--- src/rtl/sacfm_pkg.sv ---
package sacfm_pkg;
  localparam int unsigned CAUSE_W     = 4;
  localparam int unsigned C_INVALID   = 0;
  localparam int unsigned C_RATE_CHG  = 1;
  localparam int unsigned C_RATIO_CHG = 2;
  localparam int unsigned C_HALT      = 3;
  typedef logic [CAUSE_W-1:0] cause_t;
endpackage

--- src/rtl/sacfm_edge_det.sv ---
module sacfm_edge_det #(
  parameter int unsigned SYNC_STAGES = 2
) (
  input  logic clk_i,
  input  logic rst_ni,
  input  logic sig_i,
  output logic rise_o,
  output logic edge_o
);
  logic [SYNC_STAGES:0] sh_q;

  always_ff @(posedge clk_i or negedge rst_ni) begin
    if (!rst_ni) sh_q <= '0;
    else         sh_q <= {sh_q[SYNC_STAGES-1:0], sig_i};
  end

  assign rise_o = sh_q[SYNC_STAGES-1] & ~sh_q[SYNC_STAGES];
  assign edge_o = sh_q[SYNC_STAGES-1] ^ sh_q[SYNC_STAGES];
endmodule

--- src/rtl/sacfm_frame_meter.sv ---
module sacfm_frame_meter #(
  parameter int unsigned BIT_W  = 11,
  parameter int unsigned PER_W  = 14,
  parameter int unsigned HALT_W = 16
) (
  input  logic              clk_i,
  input  logic              rst_ni,
  input  logic              bclk_rise_i,
  input  logic              bclk_edge_i,
  input  logic              fs_rise_i,
  input  logic              fs_edge_i,
  input  logic [HALT_W-1:0] bclk_lim_i,
  input  logic [HALT_W-1:0] fs_lim_i,
  output logic              frame_vld_o,
  output logic [BIT_W-1:0]  frame_bits_o,
  output logic [PER_W-1:0]  frame_per_o,
  output logic              halt_o
);
  logic [HALT_W-1:0] b_idle_q, f_idle_q;
  logic [BIT_W-1:0]  bit_cnt_q, bits_q;
  logic [PER_W-1:0]  per_cnt_q, per_q;
  logic              armed_q, vld_q, halt_q;

  // idle counters saturate; stall is a registered compare
  always_ff @(posedge clk_i or negedge rst_ni) begin
    if (!rst_ni) begin
      b_idle_q <= '0;
      f_idle_q <= '0;
      halt_q   <= 1'b0;
    end else begin
      if (bclk_edge_i)          b_idle_q <= '0;
      else if (b_idle_q != '1)  b_idle_q <= b_idle_q + 1'b1;
      if (fs_edge_i)            f_idle_q <= '0;
      else if (f_idle_q != '1)  f_idle_q <= f_idle_q + 1'b1;
      halt_q <= (b_idle_q >= bclk_lim_i) || (f_idle_q >= fs_lim_i);
    end
  end

  // first frame-sync rise after a stall only arms the meter
  always_ff @(posedge clk_i or negedge rst_ni) begin
    if (!rst_ni) begin
      armed_q   <= 1'b0;
      vld_q     <= 1'b0;
      bit_cnt_q <= '0;
      per_cnt_q <= '0;
      bits_q    <= '0;
      per_q     <= '0;
    end else begin
      if (halt_q)         armed_q <= 1'b0;
      else if (fs_rise_i) armed_q <= 1'b1;
      vld_q <= fs_rise_i & armed_q & ~halt_q;
      if (fs_rise_i) begin
        bits_q    <= bit_cnt_q;
        per_q     <= per_cnt_q;
        bit_cnt_q <= {{(BIT_W-1){1'b0}}, bclk_rise_i};
        per_cnt_q <= {{(PER_W-1){1'b0}}, 1'b1};
      end else begin
        if (bclk_rise_i && bit_cnt_q != '1) bit_cnt_q <= bit_cnt_q + 1'b1;
        if (per_cnt_q != '1)                per_cnt_q <= per_cnt_q + 1'b1;
      end
    end
  end

  assign frame_vld_o  = vld_q;
  assign frame_bits_o = bits_q;
  assign frame_per_o  = per_q;
  assign halt_o       = halt_q;
endmodule

--- src/rtl/sacfm_frame_decode.sv ---
module sacfm_frame_decode #(
  parameter int unsigned RATIO_LOG2_MIN = 5,
  parameter int unsigned NUM_RATIOS     = 5,
  parameter int unsigned NUM_RATES      = 3,
  parameter int unsigned BIT_W          = 11,
  parameter int unsigned PER_W          = 14,
  parameter int unsigned RIDX_W         = 3,
  parameter int unsigned PIDX_W         = 2,
  parameter logic [NUM_RATES-1:0][PER_W-1:0] RATE_MIN = '0,
  parameter logic [NUM_RATES-1:0][PER_W-1:0] RATE_MAX = '0
) (
  input  logic [BIT_W-1:0]  frame_bits_i,
  input  logic [PER_W-1:0]  frame_per_i,
  output logic              ratio_ok_o,
  output logic [RIDX_W-1:0] ratio_idx_o,
  output logic              rate_ok_o,
  output logic [PIDX_W-1:0] rate_idx_o
);
  logic [NUM_RATIOS-1:0] r_hit;
  logic [NUM_RATES-1:0]  p_hit;

  for (genvar i = 0; i < NUM_RATIOS; i++) begin : g_ratio
    localparam logic [BIT_W-1:0] RVAL = {{(BIT_W-1){1'b0}}, 1'b1} << (RATIO_LOG2_MIN + i);
    assign r_hit[i] = (frame_bits_i == RVAL);
  end

  for (genvar j = 0; j < NUM_RATES; j++) begin : g_rate
    assign p_hit[j] = (frame_per_i >= RATE_MIN[j]) && (frame_per_i <= RATE_MAX[j]);
  end

  // lowest index wins if windows overlap
  always_comb begin
    ratio_idx_o = '0;
    for (int k = NUM_RATIOS - 1; k >= 0; k--)
      if (r_hit[k]) ratio_idx_o = RIDX_W'(k);
    rate_idx_o = '0;
    for (int k = NUM_RATES - 1; k >= 0; k--)
      if (p_hit[k]) rate_idx_o = PIDX_W'(k);
  end

  assign ratio_ok_o = |r_hit;
  assign rate_ok_o  = |p_hit;
endmodule

--- src/rtl/sacfm_lock_ctrl.sv ---
module sacfm_lock_ctrl
  import sacfm_pkg::*;
#(
  parameter int unsigned RIDX_W = 3,
  parameter int unsigned PIDX_W = 2
) (
  input  logic              clk_i,
  input  logic              rst_ni,
  input  logic              frame_vld_i,
  input  logic              ratio_ok_i,
  input  logic [RIDX_W-1:0] ratio_idx_i,
  input  logic              rate_ok_i,
  input  logic [PIDX_W-1:0] rate_idx_i,
  input  logic              halt_i,
  output logic              locked_o,
  output cause_t            cause_o,
  output cause_t            event_o,
  output logic              restore_o,
  output logic [RIDX_W-1:0] lock_ratio_o,
  output logic [PIDX_W-1:0] lock_rate_o
);
  logic              locked_q, locked_n;
  cause_t            cause_q, cause_n, event_q;
  logic              restore_q, restore_n;
  logic              cand_vld_q, cand_vld_n;
  logic [RIDX_W-1:0] cand_r_q, cand_r_n, lock_r_q, lock_r_n;
  logic [PIDX_W-1:0] cand_p_q, cand_p_n, lock_p_q, lock_p_n;
  logic              good, r_chg, p_chg;

  always_comb begin
    locked_n   = locked_q;
    cause_n    = cause_q;
    restore_n  = 1'b0;
    cand_vld_n = cand_vld_q;
    cand_r_n   = cand_r_q;
    cand_p_n   = cand_p_q;
    lock_r_n   = lock_r_q;
    lock_p_n   = lock_p_q;
    good       = ratio_ok_i & rate_ok_i;
    r_chg      = !ratio_ok_i || (ratio_idx_i != lock_r_q);
    p_chg      = !rate_ok_i  || (rate_idx_i  != lock_p_q);
    if (halt_i) begin
      locked_n        = 1'b0;
      cand_vld_n      = 1'b0;
      cause_n[C_HALT] = 1'b1;
    end else if (frame_vld_i) begin
      if (locked_q) begin
        if (r_chg || p_chg) begin
          locked_n = 1'b0;
          if (r_chg) cause_n[C_RATIO_CHG] = 1'b1;
          if (p_chg) cause_n[C_RATE_CHG]  = 1'b1;
          cand_vld_n = good;
          cand_r_n   = ratio_idx_i;
          cand_p_n   = rate_idx_i;
        end
      end else if (good) begin
        if (cand_vld_q && cand_r_q == ratio_idx_i && cand_p_q == rate_idx_i) begin
          locked_n  = 1'b1;
          lock_r_n  = ratio_idx_i;
          lock_p_n  = rate_idx_i;
          restore_n = |cause_q;
          cause_n   = '0;
        end else begin
          cand_vld_n = 1'b1;
          cand_r_n   = ratio_idx_i;
          cand_p_n   = rate_idx_i;
        end
      end else begin
        cause_n[C_INVALID] = 1'b1;
        cand_vld_n         = 1'b0;
      end
    end
  end

  always_ff @(posedge clk_i or negedge rst_ni) begin
    if (!rst_ni) begin
      locked_q   <= 1'b0;
      cause_q    <= '0;
      event_q    <= '0;
      restore_q  <= 1'b0;
      cand_vld_q <= 1'b0;
      cand_r_q   <= '0;
      cand_p_q   <= '0;
      lock_r_q   <= '0;
      lock_p_q   <= '0;
    end else begin
      locked_q   <= locked_n;
      cause_q    <= cause_n;
      event_q    <= cause_n & ~cause_q;
      restore_q  <= restore_n;
      cand_vld_q <= cand_vld_n;
      cand_r_q   <= cand_r_n;
      cand_p_q   <= cand_p_n;
      lock_r_q   <= lock_r_n;
      lock_p_q   <= lock_p_n;
    end
  end

  assign locked_o     = locked_q;
  assign cause_o      = cause_q;
  assign event_o      = event_q;
  assign restore_o    = restore_q;
  assign lock_ratio_o = lock_r_q;
  assign lock_rate_o  = lock_p_q;
endmodule

--- src/rtl/sacfm_clock_monitor.sv ---
module sacfm_clock_monitor
  import sacfm_pkg::*;
#(
  parameter int unsigned RATIO_LOG2_MIN = 5,
  parameter int unsigned NUM_RATIOS     = 5,
  parameter int unsigned NUM_RATES      = 3,
  parameter int unsigned PER_W          = 14,
  parameter int unsigned HALT_W         = 16,
  parameter int unsigned SYNC_STAGES    = 2,
  parameter logic [NUM_RATES-1:0][PER_W-1:0] RATE_MIN = {14'd5556, 14'd5104, 14'd2552},
  parameter logic [NUM_RATES-1:0][PER_W-1:0] RATE_MAX = {14'd5782, 14'd5312, 14'd2656},
  localparam int unsigned BIT_W  = RATIO_LOG2_MIN + NUM_RATIOS + 1,
  localparam int unsigned RIDX_W = (NUM_RATIOS > 1) ? $clog2(NUM_RATIOS) : 1,
  localparam int unsigned PIDX_W = (NUM_RATES > 1) ? $clog2(NUM_RATES) : 1
) (
  input  logic              clk_i,
  input  logic              rst_ni,
  input  logic              bclk_i,
  input  logic              fsync_i,
  input  logic [HALT_W-1:0] bclk_halt_lim_i,
  input  logic [HALT_W-1:0] fsync_halt_lim_i,
  output logic              clk_err_o,
  output logic              clk_good_o,
  output logic              restore_o,
  output logic [3:0]        cause_o,
  output logic [3:0]        event_o,
  output logic [RIDX_W-1:0] ratio_idx_o,
  output logic [PIDX_W-1:0] rate_idx_o
);
  logic              b_rise, b_edge, f_rise, f_edge;
  logic              frame_vld, halt_w;
  logic [BIT_W-1:0]  frame_bits;
  logic [PER_W-1:0]  frame_per;
  logic              ratio_ok, rate_ok;
  logic [RIDX_W-1:0] ratio_idx;
  logic [PIDX_W-1:0] rate_idx;
  cause_t            cause_w, event_w;

  sacfm_edge_det #(.SYNC_STAGES(SYNC_STAGES)) u_bclk_det (
    .clk_i, .rst_ni, .sig_i(bclk_i), .rise_o(b_rise), .edge_o(b_edge)
  );

  sacfm_edge_det #(.SYNC_STAGES(SYNC_STAGES)) u_fs_det (
    .clk_i, .rst_ni, .sig_i(fsync_i), .rise_o(f_rise), .edge_o(f_edge)
  );

  sacfm_frame_meter #(.BIT_W(BIT_W), .PER_W(PER_W), .HALT_W(HALT_W)) u_meter (
    .clk_i, .rst_ni,
    .bclk_rise_i(b_rise), .bclk_edge_i(b_edge),
    .fs_rise_i(f_rise), .fs_edge_i(f_edge),
    .bclk_lim_i(bclk_halt_lim_i), .fs_lim_i(fsync_halt_lim_i),
    .frame_vld_o(frame_vld), .frame_bits_o(frame_bits),
    .frame_per_o(frame_per), .halt_o(halt_w)
  );

  sacfm_frame_decode #(
    .RATIO_LOG2_MIN(RATIO_LOG2_MIN), .NUM_RATIOS(NUM_RATIOS), .NUM_RATES(NUM_RATES),
    .BIT_W(BIT_W), .PER_W(PER_W), .RIDX_W(RIDX_W), .PIDX_W(PIDX_W),
    .RATE_MIN(RATE_MIN), .RATE_MAX(RATE_MAX)
  ) u_decode (
    .frame_bits_i(frame_bits), .frame_per_i(frame_per),
    .ratio_ok_o(ratio_ok), .ratio_idx_o(ratio_idx),
    .rate_ok_o(rate_ok), .rate_idx_o(rate_idx)
  );

  sacfm_lock_ctrl #(.RIDX_W(RIDX_W), .PIDX_W(PIDX_W)) u_lock (
    .clk_i, .rst_ni,
    .frame_vld_i(frame_vld), .ratio_ok_i(ratio_ok), .ratio_idx_i(ratio_idx),
    .rate_ok_i(rate_ok), .rate_idx_i(rate_idx), .halt_i(halt_w),
    .locked_o(clk_good_o), .cause_o(cause_w), .event_o(event_w),
    .restore_o(restore_o), .lock_ratio_o(ratio_idx_o), .lock_rate_o(rate_idx_o)
  );

  assign cause_o   = cause_w;
  assign event_o   = event_w;
  assign clk_err_o = |cause_w;
endmodule

--- config.mk ---
export PLATFORM = sky130hd
export DESIGN_NAME = sacfm_clock_monitor
export DESIGN_NICKNAME = d
export VERILOG_FILES = /design/src/rtl/sacfm_pkg.sv /design/src/rtl/sacfm_edge_det.sv /design/src/rtl/sacfm_frame_meter.sv /design/src/rtl/sacfm_frame_decode.sv /design/src/rtl/sacfm_lock_ctrl.sv /design/src/rtl/sacfm_clock_monitor.sv
export SDC_FILE = /design/constraint.sdc
export NUM_CORES = 1
export LEC_CHECK = 0
export BUFFER_PORTS_ARGS = -buffer_cell sky130_fd_sc_hd__buf_2
export CORE_UTILIZATION = 55
export CTS_BUF_LIST = sky130_fd_sc_hd__clkbuf_8
export DETAILED_ROUTE_END_ITERATION = 8
export PLACE_DENSITY = 0.82
export SLEW_MARGIN = 5
export SYNTH_ARGS = -nofsm -noshare
export SYNTH_HDL_FRONTEND = slang
export SYNTH_SLANG_ARGS = --single-unit
--- constraint.sdc ---
create_clock -name clk_i -period 3.9 [get_ports clk_i]
set_input_delay 0.195 -clock clk_i [delete_from_list [all_inputs] [get_ports clk_i]]
set_output_delay 0.195 -clock clk_i [all_outputs]
set_load 0.02 [all_outputs]
==> results of run 1 <==
state kept, by name (all words and copies together) (netlist names), 3 cells and up:
| register | cells |
|---|---|
| u_bclk_det.sh_q | 3 |
| u_lock.event_o | 4 |
| u_meter.b_idle_q | 16 |
| u_lock.cand_r_q | 3 |
| u_meter.frame_per_o | 14 |
| u_meter.per_cnt_q | 14 |
| u_lock.cause_o | 4 |
| u_lock.lock_ratio_o | 3 |
| u_meter.f_idle_q | 16 |
| u_meter.bit_cnt_q | 11 |
| u_meter.frame_bits_o | 11 |
| u_fs_det.sh_q | 3 |
logic make-up (layout without fill, tap and decap cells):
| family | Yosys count | count (layout) | share of synthesized area (%) |
|---|---|---|---|
| flip-flops | 112 | 112 | 45.9 |
| multiplexers | 35 | 35 | 6.59 |
| adder cells (fa/ha/maj) | 38 | 38 | 7.78 |
| AO/OA/AOI/OAI | 94 | 94 | 10.2 |
| AND/OR/NAND/NOR | 215 | 215 | 18.3 |
| buffers and inverters | 66 | 121 | 4.18 |
| XOR/XNOR | 49 | 49 | 7.02 |
cells in the mapped netlist (all sizes together), types with 15 or more instances:
cell	count	area (um^2)
nand4	15	93.8
o21ai	23	115
a21oi	20	100
xnor2	21	184
xor2	28	245
ha	38	475
nor2	63	236
dfrtp	112	2800
mux2	30	353
nand2	33	124
clkbuf	15	56.3
nand3	26	130
inv	48	180
timing repair:
action / CTS / global route
hold endpoints to repair: 41 / 0
resized for setup: 0 / 0
hold buffers: 3 / 0
stage by stage:
step                util (%)  power, mW  instance area, um^2  hold slack [ns]
floorplan                  -       1.51                 6110           -0.101
global placement        59.9       1.60                 6490            0.203
detailed placement      59.9       1.62                 6490            0.214
CTS                     61.9       2.29                 6720            0.339
global route            61.9       2.39                 6720            0.359
finish                  61.9       2.27                 6720            0.329
report_power, final:
group / switching, mW / internal (mW) / total, mW
Clock: 0.401 / 0.271 / 0.672
Combinational: 0.158 / 0.131 / 0.289
Sequential: 0.0812 / 1.23 / 1.31
final timing paths:
kind	startpoint	endpoint	slack, ns
worst max-delay path	u_meter.frame_bits_o[10]	u_lock.cand_p_q[0]	0.42
worst min-delay path	rst_ni	u_meter.f_idle_q[3]	0.33
worst max register to register	u_meter.frame_bits_o[10]	u_lock.cand_p_q[0]	0.42
worst min register to register	u_bclk_det.sh_q[0]	u_bclk_det.sh_q[1]	0.37
max in group asynchronous	rst_ni	u_meter.frame_per_o[12]	2.71
min in group clk_i	u_bclk_det.sh_q[0]	u_bclk_det.sh_q[1]	0.37
area by class of cell:
class	count	area, um^2
inverter	48	180
fill	895	4130
multi-input combinational	431	3060
clock buffer	11	151
tap	140	175
clock inverter	5	40.0
timing repair buffer	57	310
sequential	112	2800
worst register-to-register path: stages, from the launching register on:
cell and delay (ns):
dfrtp_1 0.39, or4_1 0.57, or2_1 0.29, nor4b_1 0.50, xor2_1 0.12, or4_1 0.46, or3_1 0.38, and4b_1 0.32
mux2_4 0.33
per-layer routing:
metal | track usage, % | up-vias | wire length, um
met2 | 39.1 | 92 | 5820
met4 | 7.53 | 0 | 156
met1 | 28.0 | 2251 | 5350
met3 | 4.18 | 15 | 363
met5 | 0 | - | 0
li1 | - | 2236 | -
==> impl_metrics.json, run 1 <==
{
  "async_flop_share_pct": 100,
  "grt_pass1_wl_um": 20600,
  "slowest_stage": "or4_1",
  "yosysWarningCount": 0,
  "gp_congestion": 0.825,
  "syn-cell-area_mm2": 0.00611,
  "setup_ws_ns": 0.417,
  "synth-edff-count": 0,
  "drt-initial-drc-count": 141,
  "drtAntennaViolNets": 0,
  "dp_slack_ns": 0.462,
  "ys_seq_area_share_pct": 45.9,
  "cp_max_fo": 5,
  "clk_pin_slew_ns": 0.11,
  "worstPathRequired_ns": 4.16,
  "grt_max_degree": 42,
  "die_h_um": 107,
  "die_w_um": 107,
  "cts_max_path_buffers": 2,
  "final_common_cell": "dfrtp_1",
  "totalWireLength_um": 11700,
  "syn-num-nets": 683,
  "instances_no_fill": 804,
  "vias": 4594,
  "synth_seq_cells": 112,
  "hold_class": "input port to async pin",
  "vias_per_cell": 5.71,
  "port_buffers": 51,
  "critPathBufInv": 0,
  "firstDrtPassIters": 5,
  "routedWlPerCell_um": 14.5,
  "cpPeakStageDelay_ns": 0.57,
  "p_per_area_mw_per_mm2": 338,
  "placedCellCount": 785,
  "post-route-period-util_pct": 89.3,
  "dieArea_mm2": 0.0115,
  "p_leak_nw": 3.36,
  "setup.worst_path.end_class": "flip-flop",
  "layout_common_cells": "112 x dfrtp_1, 63 x nor2_1, 50 x buf_2",
  "period_needed_ns": 3.48,
  "grt_usage_pct": 22.4,
  "hpwl_um": 8600,
  "htreeDepth": 3,
  "outcome": "completed",
  "gr-total-overflow": 0,
  "cts_made_buffers": 9,
  "crit_arrival_ns": 3.75,
  "tns_ns": 0,
  "crit_top_cell": "or4_1",
  "relSlewSlack_pct": 47.8,
  "cp-start-kind": "flip-flop",
  "critPathKind": "flip-flop to flip-flop",
  "cts_sinks": 112,
  "initial_core_util_pct": 56.4,
  "cts-root-buf": "clkbuf_8",
  "ios": 52,
  "clk_latency_ns": 0.38,
  "max-vdd-ir-drop_uv": 189,
  "grt_setup_unrepaired": "no",
  "remaining_drc_errors": 0,
  "post_cts_buffers": 0,
  "synthCells": 609,
  "yosysUniqueCellTypes": 60,
  "diodes": 0,
  "worstPathCellList": "or4_1 > or2_1 > nor4b_1 > xor2_1 > or4_1 > or3_1 > and4b_1 > mux2_4",
  "ys_dominant_reg_cell": "dfrtp_1",
  "core_area_mm2": 0.0108,
  "drive_gt1_share_pct": 16.1,
  "setup_viol": 0,
  "final-hold-violation-count": 0,
  "r2r.worst_path.cells": 8,
  "maxCapViolations": 0,
  "cts_tree": "built",
  "drv_slew": 0,
  "num_rows": 38,
  "grt_pass1_vias": 4662,
  "fin_skew_ns": 0.0152,
  "fmaxAchievable_mhz": 287,
  "area_delta_synth_final_pct": 9.89,
  "crit_cells": 8,
  "tightest_slew_ns": 0.776,
  "cp_top_family": "simple AND/OR/NAND/NOR gates",
  "avgSynthCellArea_um2": 10.0,
  "nNetsFinal": 733,
  "antenna_found_initial": 0
}
No activity file was read; power rests on OpenSTA's default activity.
==> run 2, diff against run 1 <==
PLACE_DENSITY = 0.74   (was 0.82)
==> impl_metrics.json, run 2 (synthesis gave the netlist of run 1 again) <==
{
  "grt_usage_pct": 22.1,
  "worstPathRequired_ns": 4.17,
  "cts_sinks": 112,
  "num-fill-cells": 920,
  "relSlewSlack_pct": 33.7,
  "cp_max_fo": 6,
  "core_area_mm2": 0.0108,
  "p_per_area_mw_per_mm2": 333,
  "max-vdd-ir-drop_uv": 197,
  "fin_skew_ns": 0.0101,
  "grt_setup_unrepaired": "no",
  "critPathKind": "flip-flop to flip-flop",
  "drv_slew": 0,
  "hold_slack_ns": -0.0326,
  "final_common_cell": "dfrtp_1",
  "nNetsFinal": 731,
  "fmaxAchievable_mhz": 280,
  "post-route-period-util_pct": 91.7,
  "grt.busiest_layer": "met2",
  "p_total_mw": 2.23,
  "post_cts_buffers": 0,
  "drtAntennaViolNets": 0,
  "setup_ws_ns": 0.323,
  "htreeDepth": 3,
  "clk_latency_ns": 0.38,
  "reg.largest.list": "u_meter.b_idle_q (16), u_meter.f_idle_q (16)",
  "hold_class": "input port to async pin",
  "area_delta_synth_final_pct": 9.34,
  "place_area_mm2": 0.00649,
  "cts_resized": 0,
  "outcome": "complete, but fails checks",
  "num_rows": 38,
  "use_met2_pct": 38.4,
  "layout_common_cells": "112 x dfrtp_1, 63 x nor2_1, 50 x inv_1, 50 x buf_2, 37 x ha_1",
  "grt_max_degree": 80,
  "routedWlPerCell_um": 14.3,
  "initial_core_util_pct": 56.4,
  "cts_max_path_buffers": 2,
  "drive_gt1_share_pct": 15.7,
  "multi_input_area_mm2": 0.00306,
  "dp_slack_ns": 0.372,
  "maxCapViolations": 0,
  "gp_congestion": 0.852,
  "port_buffers": 51,
  "crit_arrival_ns": 3.84,
  "setup.worst_path.end_class": "flip-flop",
  "violations": "DRC, hold timing",
  "clk_pin_slew_ns": 0.09,
  "tns_ns": 0,
  "cp-start-kind": "flip-flop",
  "totalWireLength_um": 11400,
  "p_leak_nw": 3.36,
  "cts_tree": "built",
  "drt-initial-drc-count": 189,
  "cts_made_buffers": 9,
  "vias": 4609,
  "grt_pass1_vias": 4532,
  "vias_per_cell": 5.75,
  "seqCellArea_mm2": 0.00280,
  "grt_pass1_wl_um": 20300,
  "ios": 52,
  "remaining_drc_errors": 1,
  "die_h_um": 107,
  "diodes": 0,
  "met1_usage_pct": 27.0,
  "cts-root-buf": "clkbuf_8",
  "antenna_found_initial": 0,
  "stdcell_area_mm2": 0.00668,
  "firstDrtPassIters": 7,
  "tightest_slew_ns": 0.994,
  "die_w_um": 107,
  "hold_buffers": 2,
  "period_needed_ns": 3.58,
  "setup_viol": 0,
  "hpwl_um": 8360,
  "gr-total-overflow": 0,
  "final-hold-violation-count": 47,
  "dieArea_mm2": 0.0115,
  "use_met3_pct": 5.45
}
## run 2: cell count changes in the layout (fill, tap and decap cells not counted), sizes merged
cell and change:
buf -1, clkbuf -1, clkinv +2, clkinvlp -2, dlygate4sd3 -1, inv +1
## run 2: per-stage QoR
stage / cells / hold WS (ns) / util [%]
floorplan: 609 / -0.101 / -
global placement: 784 / 0.304 / 59.8
detailed placement: 784 / 0.307 / 59.8
CTS: 802 / 0.00306 / 61.6
global route: 802 / 0.0387 / 61.6
finish: 802 / -0.0326 / 61.6
## run 2: report_power, final
group / internal, mW / switching, mW / total, mW / leakage (nW)
sequential: 1.23 / 0.0828 / 1.31 / 1.52
combinational: 0.130 / 0.155 / 0.285 / 1.75
clock: 0.247 / 0.381 / 0.628 / 0.0948
## run 2: cell type report
type	count	area share, %
multi-input cells	431	45.7
inverters	48	2.70
flip-flops and latches	112	41.9
clock inverters	6	0.562
repair buffers	55	4.38
well taps	140	2.62
clock buffers	10	2.06
## run 2: worst max-delay path, stage by stage, from the launching register on
cell     delay (ns)
dfrtp_1        0.44
or4_1          0.54
or2_1          0.26
nor4b_1        0.55
xor2_1         0.14
or4_1          0.49
or3_1          0.40
and4b_1        0.32
mux2_4         0.33
## run 2: final timing paths
check                                        start                      end  slack (ns)  depth (start not counted)
setup / recovery           u_meter.frame_bits_o[5]       u_lock.cand_r_q[1]        0.32                          8
hold / removal                              rst_ni     u_meter.per_cnt_q[4]       -0.03                          1
setup reg to reg           u_meter.frame_bits_o[5]       u_lock.cand_r_q[1]        0.32                          8
hold reg to reg                   u_fs_det.sh_q[0]         u_fs_det.sh_q[1]        0.36                          0
max in group asynchronous                   rst_ni  u_meter.frame_bits_o[3]        2.94                          2
min in group clk_i                u_fs_det.sh_q[0]         u_fs_det.sh_q[1]        0.36                          0
## run 2: routing by layer
layer | vias to the layer above | wire (um) | share of wire, %
met2 | 106 | 5680 | 50
li1 | 2243 | - | -
met1 | 2246 | 5130 | 45
met4 | 0 | 136 | 1.2
met5 | - | 0 | 0
met3 | 14 | 493 | 4.3
